--- config.mk ---
export PLATFORM = sky130hd
export DESIGN_NAME = sram_ctl
export DESIGN_NICKNAME = d
export VERILOG_FILES = /design/src/rtl/sram_ctl_pkg.sv /design/src/rtl/sram_phase_timer.sv /design/src/rtl/sram_req_latch.sv /design/src/rtl/sram_rd_capture.sv /design/src/rtl/sram_ctl.sv
export SDC_FILE = /design/constraint.sdc
export NUM_CORES = 1
export LEC_CHECK = 0
export ABC_AREA = 1
export ABC_CLOCK_PERIOD_IN_PS = 1400
export CORE_ASPECT_RATIO = 0.75
export CORE_MARGIN = 2
export CORE_UTILIZATION = 40
export DETAILED_ROUTE_END_ITERATION = 16
export DONT_BUFFER_PORTS = 1
export GPL_TIMING_DRIVEN = 0
export PLACE_DENSITY = 0.63
export SYNTH_ARGS = -nofsm -noshare
export SYNTH_HDL_FRONTEND = slang
export SYNTH_SLANG_ARGS = --single-unit
--- constraint.sdc ---
create_clock -name clk -period 1.4 [get_ports clk]
set_input_delay 0.21 -clock clk [delete_from_list [all_inputs] [get_ports clk]]
set_output_delay 0.21 -clock clk [all_outputs]
set_load 0.01 [all_outputs]
--- src/rtl/sram_ctl_pkg.sv ---
`timescale 1ns/1ps
package sram_ctl_pkg;

    typedef enum logic [2:0] {
        ST_IDLE,
        ST_WR_SETUP,
        ST_WR_PULSE,
        ST_WR_HOLD,
        ST_RD_ACCESS,
        ST_RD_DONE,
        ST_RD_TURN
    } ctl_state_t;

    typedef struct packed {
        logic ce_n;
        logic oe_n;
        logic we_n;
        logic dq_oe;
    } strobe_t;

    localparam strobe_t STROBE_QUIET = '{ce_n: 1'b1, oe_n: 1'b1, we_n: 1'b1, dq_oe: 1'b0};

    function automatic int max_of4(input int a, input int b, input int c, input int d);
        int m;
        m = a;
        if (b > m) m = b;
        if (c > m) m = c;
        if (d > m) m = d;
        return m;
    endfunction

endpackage

--- src/rtl/sram_phase_timer.sv ---
`timescale 1ns/1ps
module sram_phase_timer #(
    parameter int CNT_W = 2
) (
    input  logic             clk,
    input  logic             rst_n,
    input  logic             load,
    input  logic [CNT_W-1:0] load_val,
    output logic             expired
);
    logic [CNT_W-1:0] remain;

    always_ff @(posedge clk or negedge rst_n) begin
        if (!rst_n) begin
            remain <= '0;
        end else if (load) begin
            remain <= load_val;
        end else if (remain != '0) begin
            remain <= remain - 1'b1;
        end
    end

    assign expired = (remain == '0);
endmodule

--- src/rtl/sram_req_latch.sv ---
`timescale 1ns/1ps
module sram_req_latch #(
    parameter int ADDR_W = 17,
    parameter int DATA_W = 8
) (
    input  logic              clk,
    input  logic              rst_n,
    input  logic              accept,
    input  logic [ADDR_W-1:0] addr_in,
    input  logic [DATA_W-1:0] wdata_in,
    output logic [ADDR_W-1:0] addr_q,
    output logic [DATA_W-1:0] wdata_q
);
    always_ff @(posedge clk or negedge rst_n) begin
        if (!rst_n) begin
            addr_q  <= '0;
            wdata_q <= '0;
        end else if (accept) begin
            addr_q  <= addr_in;
            wdata_q <= wdata_in;
        end
    end
endmodule

--- src/rtl/sram_rd_capture.sv ---
`timescale 1ns/1ps
module sram_rd_capture #(
    parameter int DATA_W = 8
) (
    input  logic              clk,
    input  logic              rst_n,
    input  logic              capture,
    input  logic [DATA_W-1:0] din,
    output logic [DATA_W-1:0] dout
);
    always_ff @(posedge clk or negedge rst_n) begin
        if (!rst_n) begin
            dout <= '0;
        end else if (capture) begin
            dout <= din;
        end
    end
endmodule

--- src/rtl/sram_ctl.sv ---
`timescale 1ns/1ps
module sram_ctl
    import sram_ctl_pkg::*;
#(
    parameter int ADDR_W     = 17,
    parameter int DATA_W     = 8,
    parameter int SETUP_CYC  = 1,
    parameter int WPULSE_CYC = 2,
    parameter int ACCESS_CYC = 3,
    parameter int TURN_CYC   = 1
) (
    input  logic              clk,
    input  logic              rst_n,
    input  logic              req_valid,
    output logic              req_ready,
    input  logic              req_write,
    input  logic [ADDR_W-1:0] req_addr,
    input  logic [DATA_W-1:0] req_wdata,
    output logic              rsp_valid,
    output logic [DATA_W-1:0] rsp_rdata,
    output logic              mem_ce_n,
    output logic              mem_oe_n,
    output logic              mem_we_n,
    output logic [ADDR_W-1:0] mem_addr,
    output logic [DATA_W-1:0] mem_dq_out,
    output logic              mem_dq_oe,
    input  logic [DATA_W-1:0] mem_dq_in
);
    localparam int MAX_CYC = max_of4(SETUP_CYC, WPULSE_CYC, ACCESS_CYC, TURN_CYC);
    localparam int CNT_W   = (MAX_CYC > 1) ? $clog2(MAX_CYC) : 1;

    localparam logic [CNT_W-1:0] SETUP_LD  = CNT_W'(SETUP_CYC - 1);
    localparam logic [CNT_W-1:0] WPULSE_LD = CNT_W'(WPULSE_CYC - 1);
    localparam logic [CNT_W-1:0] ACCESS_LD = CNT_W'(ACCESS_CYC - 1);
    localparam logic [CNT_W-1:0] TURN_LD   = CNT_W'(TURN_CYC - 1);

    ctl_state_t       state, state_nxt;
    logic             tmr_load;
    logic [CNT_W-1:0] tmr_val;
    logic             tmr_expired;
    logic             accept;
    logic             capture;
    strobe_t          strb;

    // state register
    always_ff @(posedge clk or negedge rst_n) begin
        if (!rst_n) begin
            state <= ST_IDLE;
        end else begin
            state <= state_nxt;
        end
    end

    // next state and phase-timer control
    always_comb begin
        state_nxt = state;
        tmr_load  = 1'b0;
        tmr_val   = '0;
        accept    = 1'b0;
        capture   = 1'b0;
        unique case (state)
            ST_IDLE: begin
                if (req_valid) begin
                    accept   = 1'b1;
                    tmr_load = 1'b1;
                    if (req_write) begin
                        state_nxt = ST_WR_SETUP;
                        tmr_val   = SETUP_LD;
                    end else begin
                        state_nxt = ST_RD_ACCESS;
                        tmr_val   = ACCESS_LD;
                    end
                end
            end
            ST_WR_SETUP: begin
                if (tmr_expired) begin
                    state_nxt = ST_WR_PULSE;
                    tmr_load  = 1'b1;
                    tmr_val   = WPULSE_LD;
                end
            end
            ST_WR_PULSE: begin
                if (tmr_expired) begin
                    state_nxt = ST_WR_HOLD;
                end
            end
            ST_WR_HOLD: begin
                state_nxt = ST_IDLE;
            end
            ST_RD_ACCESS: begin
                if (tmr_expired) begin
                    capture   = 1'b1;
                    state_nxt = ST_RD_DONE;
                end
            end
            ST_RD_DONE: begin
                state_nxt = ST_RD_TURN;
                tmr_load  = 1'b1;
                tmr_val   = TURN_LD;
            end
            ST_RD_TURN: begin
                if (tmr_expired) begin
                    state_nxt = ST_IDLE;
                end
            end
            default: begin
                state_nxt = ST_IDLE;
            end
        endcase
    end

    // strobe decode from state
    always_comb begin
        strb = STROBE_QUIET;
        unique case (state)
            ST_IDLE:      strb = STROBE_QUIET;
            ST_WR_SETUP:  strb = '{ce_n: 1'b0, oe_n: 1'b1, we_n: 1'b1, dq_oe: 1'b0};
            ST_WR_PULSE:  strb = '{ce_n: 1'b0, oe_n: 1'b1, we_n: 1'b0, dq_oe: 1'b1};
            ST_WR_HOLD:   strb = '{ce_n: 1'b0, oe_n: 1'b1, we_n: 1'b1, dq_oe: 1'b1};
            ST_RD_ACCESS: strb = '{ce_n: 1'b0, oe_n: 1'b0, we_n: 1'b1, dq_oe: 1'b0};
            ST_RD_DONE:   strb = STROBE_QUIET;
            ST_RD_TURN:   strb = STROBE_QUIET;
            default:      strb = STROBE_QUIET;
        endcase
    end

    assign mem_ce_n  = strb.ce_n;
    assign mem_oe_n  = strb.oe_n;
    assign mem_we_n  = strb.we_n;
    assign mem_dq_oe = strb.dq_oe;
    assign req_ready = (state == ST_IDLE);
    assign rsp_valid = (state == ST_RD_DONE);

    sram_phase_timer #(
        .CNT_W (CNT_W)
    ) u_timer (
        .clk      (clk),
        .rst_n    (rst_n),
        .load     (tmr_load),
        .load_val (tmr_val),
        .expired  (tmr_expired)
    );

    sram_req_latch #(
        .ADDR_W (ADDR_W),
        .DATA_W (DATA_W)
    ) u_req (
        .clk      (clk),
        .rst_n    (rst_n),
        .accept   (accept),
        .addr_in  (req_addr),
        .wdata_in (req_wdata),
        .addr_q   (mem_addr),
        .wdata_q  (mem_dq_out)
    );

    sram_rd_capture #(
        .DATA_W (DATA_W)
    ) u_cap (
        .clk     (clk),
        .rst_n   (rst_n),
        .capture (capture),
        .din     (mem_dq_in),
        .dout    (rsp_rdata)
    );
endmodule

==> results of run 1 <==
final timing paths:
path	end	slack, ns	cells after the start	startpoint
worst max-delay path	mem_ce_n	-0.08	2	state[2]
max in group asynchronous	state[2]	0.81	2	rst_n
worst min-delay path	u_req.addr_q[6]	0.03	2	req_addr[6]
worst min register to register	u_timer.remain[0]	0.54	2	u_timer.remain[0]
worst max register to register	u_timer.remain[0]	0.01	8	state[2]
min in group asynchronous	u_req.addr_q[1]	0.38	2	rst_n
cell families (layout without fill, tap and decap cells):
kind of cell / Yosys count / count (layout) / share of synthesized area, %
adders and majority gates: 1 / 1 / 0.7673
buffers and inverters: 18 / 33 / 5.679
DFF: 38 / 38 / 58.33
and+or+nand+nor: 135 / 135 / 33.69
AOI/OAI and AO/OA: 5 / 5 / 1.535
where the power goes:
group	internal (mW)	leakage [nW]	switching, mW
clock	0.397	0.0482	0.349
combinational	0.721	0.510	1.13
sequential	1.64	0.468	0.611
total	2.76	1.03	2.09
registers in the layout (all words and copies together) (netlist names):
| name | count |
|---|---|
| u_req.addr_q | 17 |
| u_cap.dout | 8 |
| u_req.wdata_q | 8 |
| state | 3 |
| u_timer.remain | 2 |
final cells by class:
| cell class | count | area share, % |
|---|---|---|
| Buffer | 7 | 3.735 |
| Clock buffer | 7 | 4.443 |
| Clock inverter | 1 | 0.2576 |
| Inverter | 10 | 2.189 |
| Multi-Input combinational cell | 141 | 33.03 |
| Sequential cell | 38 | 49.07 |
| Tap cell | 55 | 3.542 |
| Timing Repair Buffer | 8 | 3.735 |
stage by stage:
step	setup WS, ns	instance area, sq um	setup TNS, ns
floorplan	0.09579	1630	0
finish	-0.07636	1943	-0.1193
global route	-0.1344	1943	-0.3880
global placement	-0.02232	1699	-0.03109
detailed placement	-0.07003	1699	-0.5416
CTS	-0.06712	1842	-0.06712
layout by cell type, fill, tap and decap left out, drive strengths merged:
master         n
nand2        107
dfrtp         38
nand3         16
buf           14
inv           10
clkbuf         7
nor2           7
o21ai          5
nand4          2
nor3           2
or2            1
ha             1
clkinv         1
dlygate4sd3    1
per-layer routing:
layer | up-vias | part of all wire, % | wire [microns] | GRT usage [%]
li1 | 638 | - | - | -
met1 | 592 | 45 | 1650 | 19.08
met2 | 61 | 42 | 1537 | 24.38
met3 | 8 | 11 | 386 | 8.689
met4 | 0 | 2.0 | 74 | 6.633
met5 | - | 0 | 0 | 0
what timing repair did:
| item | CTS | global route |
|---|---|---|
| hold endpoints to repair | 38 | 0 |
| gates cloned | 0 | 1 |
| pin swaps | 1 | 4 |
| gates resized for setup | 5 | 22 |
| setup buffers | 1 | 4 |
| hold buffers | 2 | 0 |
| setup endpoints to repair | 12 | 26 |
==> results.md, run 1 <==
Final layout:
- The number of antenna diodes in the final layout is 0.
- The total area of sequential cells is about 950 sq um.
- Cells fill 48.84% of the core in the end.
- In the final layout, the share of cells above drive strength 1 is 17.92%.
- The post-layout instance count excluding filler cells is 267.
- Compared with the post-synthesis result, the final layout area differs by 19.19%.
- Summing all multi-input logic gate instances after layout gives 641.9 sq um.
- The filler cell count is 383.
- The net count reported at finish is 249.

Logic synthesis:
- The most used flip-flop cell after synthesis is dfrtp_1.
- Summed over its instances, the top area cell type makes up 58.33% of the synthesized netlist area.
- After technology mapping, the gate count stands at 197.
- The count of state elements after synthesis is 38.
- The average size of a mapped cell is 8.276 sq um.
- The number of distinct library cells after synthesis is 18.
- The proportion of synthesized flip-flops having asynchronous set or reset is 100.0%.
- During synthesis, Yosys emitted a total of 0 warnings.
- By area the synthesized netlist is led by dfrtp_1 (58%), nand2_1 (25%), nand3_1 (4.6%).
- The commonest cells after synthesis are nand2_1 (107), dfrtp_1 (38), nand3_1 (15), inv_1 (7), nor2_1 (4).
- The most common cell in the synthesized netlist is nand2_1.
- The summed instance area of the synthesized netlist is roughly 0.0016 sq mm.
- The sequential cell area fraction in the yosys report is 58.33%.
- The post-synth net total is ~240.
- In this run, synthesis inferred 0 flip-flops with an integrated enable.
- The cell taking the most area after synthesis is dfrtp_1.

STA:
- The final number of max-transition violations is 0.
- The normalized max-slew margin is about two thirds.
- The count of endpoints failing hold in the final timing report is 0.
- The highest attainable clock frequency is 677.3 MHz.
- The fraction of the cycle the final worst path needs is 105.5%.
- For the pin with the worst max-slew slack, the measured transition is 0.4886 ns.
- For the finished layout, the period the worst path requires is 1.476 ns.
- Setup repair after global routing could not meet its margin everywhere.
- The final worst-path setup slack is -0.07636 ns.
- The number of endpoints failing setup at the final stage is 2.
- The setup skew after layout is approximately 0.0063 ns.
- The worst hold-check slack is between 0.03 and 0.04 ns.

GRT:
- The number of global-route vias before repair came to 1238.
- The first global-routing pass estimated 5671 microns of wire.
- The initial antenna violation count is 0.
- Summed over all layers, the global routing overflow is 0.
- Global routing used 16.01% of the available tracks.
- Entering global routing, the biggest net connects 39 pins.

Outcome:
- The checks that failed: setup timing.
- The run finished, with violations left.

Power and ir drop:
- The overall power of the completed layout is between 4 and 5 mW.
- The highest ir drop seen on vdd is around 0.00086 V.
- Summed over all cells, the static leakage comes to 1.026 nW.
- In this run the power density over the cells is ~2500 mW/mm^2.

Clock network:
- The CTS tree is built.
- The clock transition at the register clock pins on the worst setup and hold paths after CTS is 0.07 ns.
- The number of H-tree levels is 2.
- Counting every sink on the clock net gives 38.
- The clock passes through at most 2 buffers.
- The tree is rooted in a clkbuf_8.
- The number of CTS-inserted buffers is 5.
- The later pin in the worst-skew pair is clocked with a latency of between 0.2 and 0.3 ns.

Place:
- The number of placed instances, taps included is 252.
- Port buffering added 0 buffers.
- Detailed placement ended at an HPWL of 2403 microns.
- The congestion estimate from routability-driven global placement came to 0.8355.

Drt:
- The final layout contains routed wiring with a total length of 3649 microns.
- In this run, the number of DRC markers left after iteration 0 of detailed routing was 52.
- After detailed routing, the average wire length per cell comes to approximately 14 microns.
- For this run, design rule violations remaining after detail routing come to 0.
- In this run the remaining antenna-violating nets after routing total 0.
- The overall via count from detail_route is 1299.
- The first detailed-routing pass ran for 4 iterations.
- Using the TritonRoute via totals, the vias-per-cell ratio works out to about 4.9.

Critical path:
- The critical path is of the flip-flop to output pin type.
- The critical path contains buffers and inverters numbering 0 combined.
- Walking the worst path, the cells encountered are nor2_1 -> nor3_4.
- STA classifies the critical path startpoint as a flip-flop.
- The data required time of the worst path is 1.19 ns.
- The cell family with the largest share of critical-path delay is simple AND/OR/NAND/NOR gates.
- The worst path arrival time is 1.27 ns.
- STA classifies the critical path endpoint as an output pin.
- On the worst path, the slowest cell contributes a delay of 0.46 ns.
- Of all nets on the critical path, the largest fanout is 4.
- For this design, the slowest cell found on the critical path is dfrtp_2.

Floorplan:
- The total area inside the core boundary comes to between 0.003 and 0.004 sq mm.
- The number of placement rows is 20.
- In this run the horizontal extent of the chip is 77.72 microns.
- The number of primary I/O pins is 76.
- The die covers 0.004608 sq mm.
- In this run the vertical extent of the chip is 59.29 microns.
- The initial utilization of the core area, before any placement, comes to 40.97%.

Job:
- The reported max-cap violation count is 0.

Hold path:
- The worst min-delay path category is input port to flip-flop.
(Power assumes the default switching activity.)
==> run 2, diff against run 1 <==
Settings changed: SYNTH_HIERARCHICAL set to 1.
==> run 2 against run 1 <==
Against the previous run:
- the flow still finishes with violations (setup timing)
- power is 1.6% higher
- register-to-register slack better by 0.02 ns
- core utilization is 1.1 points higher
- maximum frequency is 3.9% higher
- clock-buffer cell count stayed put
- critical path depth is 4 higher
- non-clock buffer count is 2 higher
- synthesized area is 2.8% higher
- flip-flop and latch count stayed put
- routed wire length is 1.6% lower
- clock skew is 0.0032 ns lower
- worst hold slack better by 0.00068 ns
- largest power group unchanged
- highest routed layer unchanged
==> results.md, run 2 <==
Final layout:
- The total area of sequential cells came to 953.4 sq um (unchanged).
- The footprint of the multi-input gates is 678.2 sq um (+5.7%).
- In the layout the commonest cells are nand2_1 (118), dfrtp_1 (36), buf_4 (10).
- The most common library cell in the layout ignoring fill and taps is nand2_1.
- The area growth from synthesis to layout is 20.07%.
- The flip-flop count of the largest register, all copies and words added is 17 (unchanged).
- The top register by number of flip-flops is u_req/addr_q.
- The largest registers in the layout are u_req/addr_q x17, u_cap/dout x8, u_req/wdata_q x8.
- The net count reported at finish was 258 (+3.6%).
- The fraction of layout instances using a drive strength above 1 came to 22.17% (+4.2 points).
- The filler cell count came to 396 (+3.4%).
- The number of antenna repair diodes is 0 (unchanged).

STA:
- The slew at the pin closest to its max-slew limit is 0.2174 ns (-0.2712 ns).
- The count of endpoints failing hold in the final timing report came to 0 (unchanged).
- The fraction of the cycle the final worst path needs is 101.5% (-4.0 points).
- The final worst-path setup slack is -0.02047 ns (+0.05589 ns).
- The highest attainable clock frequency is 704.0 MHz (+3.9%).
- The summed negative setup slack over all endpoints is -0.02047 ns (+0.09882 ns).
- The number of endpoints failing setup at the final stage is 1 (-1).
- The final number of max-transition violations is 0 (unchanged).
- Setup repair after global routing could not meet its margin everywhere.
- The setup skew after layout is 0.003066 ns (-0.003242 ns).
- The normalized max-slew margin is 85.51% (+18 points).
- The minimum clock period is 1.420 ns (-0.05589 ns).

Logic synthesis:
- The most common cell in the synthesized netlist is nand2_1.
- By count the netlist is led by nand2_1 (120), dfrtp_1 (38), inv_1 (9), nor2_1 (6), buf_6 (5).
- The sequential cell area fraction in the yosys report is 56.72% (-1.6 points).
- The total of warnings raised by yosys is 6 (+6).
- Yosys attributes the largest share of cell area to dfrtp_1 (57%), nand2_1 (27%), buf_6 (3.4%).
- The area share of the largest cell type after synthesis is 56.72% (-1.6 points).
- The count of state elements after synthesis is 38 (unchanged).
- Summed over all instances, the cell type with the most area after synthesis is dfrtp_1.
- The summed instance area of the synthesized netlist is 0.001677 sq mm (+2.8%).
- The post-synth net total is 241 (+2.6%).
- The average size of a mapped cell was 8.259 sq um (-0.20%).
- The cell count after synthesis is 203 (+3.0%).
- The most used flip-flop cell after synthesis is dfrtp_1.
- The number of distinct library cells after synthesis is 18 (unchanged).
- The number of enable-type register cells in the synthesized netlist is 0 (unchanged).
- The proportion of synthesized flip-flops having asynchronous set or reset came to 100.0% (unchanged).

Clock network:
- TritonCTS built the clock tree.
- The clock tree buffer depth came to 2 (unchanged).
- The clock latency on the worst-skew pair came to 0.28 ns (about the same).
- The number of H-tree levels is 2 (unchanged).
- The cell sitting at the root of the clock tree is a clkbuf_8.
- The clock transition at the register clock pins on the worst setup and hold paths after CTS came to 0.07 ns (about the same).
- The number of CTS-inserted buffers is 5 (unchanged).
- The clock sink count is 38 (unchanged).

Critical path:
- STA classifies the critical path startpoint as a flip-flop.
- The worst setup path is captured at an output pin.
- The worst path arrival time is 1.21 ns (-0.06 ns).
- The maximum fanout along the worst path is 5 (+1).
- The flop-to-flop setup slack is 0.03 ns (+0.02 ns).
- The worst reg2reg path depth is 9 (+1).
- Tracing the worst setup path back leads to its startpoint at state[1].
- By startpoint and endpoint, the worst setup path is classified as flip-flop to output pin.
- The startpoint of the worst register-to-register path is state[2].
- The endpoint identified for the worst register-to-register timing path is u_req/wdata_q[4].
- The capture point of the worst path is mem_ce_n.
- The data required time of the worst path is 1.19 ns (about the same).

Drt:
- The initial DRC count was 40 (-23%).
- The detailed-route wire length on metal 1 is 1666 microns (+0.97%).
- The wire length per cell after detailed routing came to 13.01 microns (-4.8%).
- The wire length on met2 is 1504 microns (-2.1%).
- The met3 wirelength from detailed routing was 373 microns (-3.4%).
- The final routed wirelength across all metal layers is 3592 microns (-1.6%).
- The count of antenna-violating nets left after detailed routing is 0 (unchanged).
- The overall via count from detail_route is 1305 (+0.46%).
- The number of iterations in the first detailed-routing pass is 4 (unchanged).
- The number of vias per cell is 4.728 (-2.8%).
- The number of remaining DRC errors is 0 (unchanged).
- The detailed router used layers up to and including met4.

Place:
- The half-perimeter wire length after placement is 2396 microns (-0.29%).
- The final weighted congestion of routability-driven global placement was 0.8638 (+3.4%).
- The pre-CTS worst setup slack came to -0.03173 ns (+0.03830 ns).
- The count of input and output buffers is 0 (unchanged).

Power and ir drop:
- The highest ir drop seen on vdd is 0.001012 V (+18%).
- The cell area power density is 2445 mW/mm^2 (-2.0%).
- The leakage power of the design came to 1.085 nW (+5.7%).

GRT:
- The remaining global-route overflow is 0 (unchanged).
- The number of global-route vias before repair is 1108 (-11%).
- The global-route total usage across every layer is 15.05% (-0.95 points).
- The initial antenna violation count is 0 (unchanged).
- The first-pass GRT wire length is 5354 microns (-5.6%).
- The maximum number of pins on one net before global-route repair is 39 (unchanged).

Job:
- The reported max-cap violation count is 0 (unchanged).

Floorplan:
- The number of placement rows came to 20 (unchanged).
- The horizontal extent of the die was 78.76 microns (+1.3%).
- The die outline area is 0.004731 sq mm (+2.7%).
- The die boundary height is 60.07 microns (+1.3%).
- The number of primary I/O pins is 76 (unchanged).
- The starting density of the core was 41.61% (+0.64 points).
- The area of the core region is 0.004029 sq mm (+1.3%).

Outcome:
- The flow ran to the end, but the final reports show violations.
- The checks that failed: setup timing.

Hold path:
- The worst min-delay path category is input port to flip-flop.
[run 2: cell count changes after synthesis, sizes merged]
cell	change
buf	+1
clkbuf	-2
inv	+3
nand2	+16
nand3	-10
nand4	-1
nor2	+1
nor3	-2
o211ai	+1
or2	-1
[run 2: report_power, final]
part / switching, mW / total, mW / internal, mW / leakage [nW]
Clock: 0.360 / 0.757 / 0.397 / 0.0482
Combinational: 1.13 / 1.90 / 0.771 / 0.569
Sequential: 0.633 / 2.27 / 1.64 / 0.468
Total: 2.12 / 4.92 / 2.81 / 1.08
[run 2: cells by family after synthesis]
kind of cell,count (synthesis),share of synthesized area (%)
AOI/OAI and AO/OA,6,1.940
adders and majority gates,1,0.7461
buffers and inverters,20,7.462
DFF,38,56.72
and+or+nand+nor,138,33.13
[run 2: metrics by stage]
| step | cell area (sq um) | cells | power, mW | hold slack, ns | util, % |
|---|---|---|---|---|---|
| floorplan | 1677 | 203 | 3.432 | -0.08559 | - |
| global placement | 1745 | 258 | 3.749 | -0.08481 | 43.32 |
| detailed placement | 1745 | 258 | 3.777 | -0.08470 | 43.32 |
| CTS | 1908 | 271 | 4.685 | 0.02415 | 47.36 |
| global route | 2013 | 276 | 5.321 | 0.02913 | 49.97 |
| finish | 2013 | 276 | 4.923 | 0.03523 | 49.97 |
[run 2: area by class of cell]
type	instances	share of cell area, %
Buffer	7	3.729
Clock buffer	7	4.288
Clock inverter	1	0.2486
Inverter	13	2.797
Multi-Input combinational cell	145	33.69
Sequential cell	38	47.36
Tap cell	55	3.418
Timing Repair Buffer	10	4.475
[run 2: what timing repair did]
item | in CTS | in global routing
endpoints found under the setup margin | 31 | 33
hold buffers | 2 | 0
endpoints found under the hold margin | 38 | 0
pin swaps | 2 | 3
resized for setup | 8 | 17
buffers inserted | 3 | 5
gates cloned | 0 | 0
[run 2: worst min path at each step]
| stage | from | to | cells past startpoint |
|---|---|---|---|
| 2_1_floorplan | rst_n | state[0] | 0 |
| 3_3_place_gp | rst_n | state[1] | 0 |
| 3_5_place_dp | rst_n | state[1] | 0 |
| 4_1_cts | mem_dq_in[6] | u_cap/dout[6] | 2 |
| 5_1_grt | mem_dq_in[7] | u_cap/dout[7] | 2 |
| 6_report | mem_dq_in[6] | u_cap/dout[6] | 2 |
[run 2: layer usage]
| layer | global-route usage [%] | up-vias |
|---|---|---|
| met3 | 6.495 | 7 |
| met4 | 6.015 | 0 |
| met1 | 20.69 | 592 |
| li1 | - | 647 |
| met2 | 20.88 | 59 |
| met5 | 0 | - |
[run 2: worst max-delay path: stages, from the launching register on]
cell,delay [ns]
dfrtp_2,0.48
inv_4,0.12
nand2_4,0.06
nor2_4,0.11
nor2_1,0.05
nand2_1,0.07
inv_2,0.05
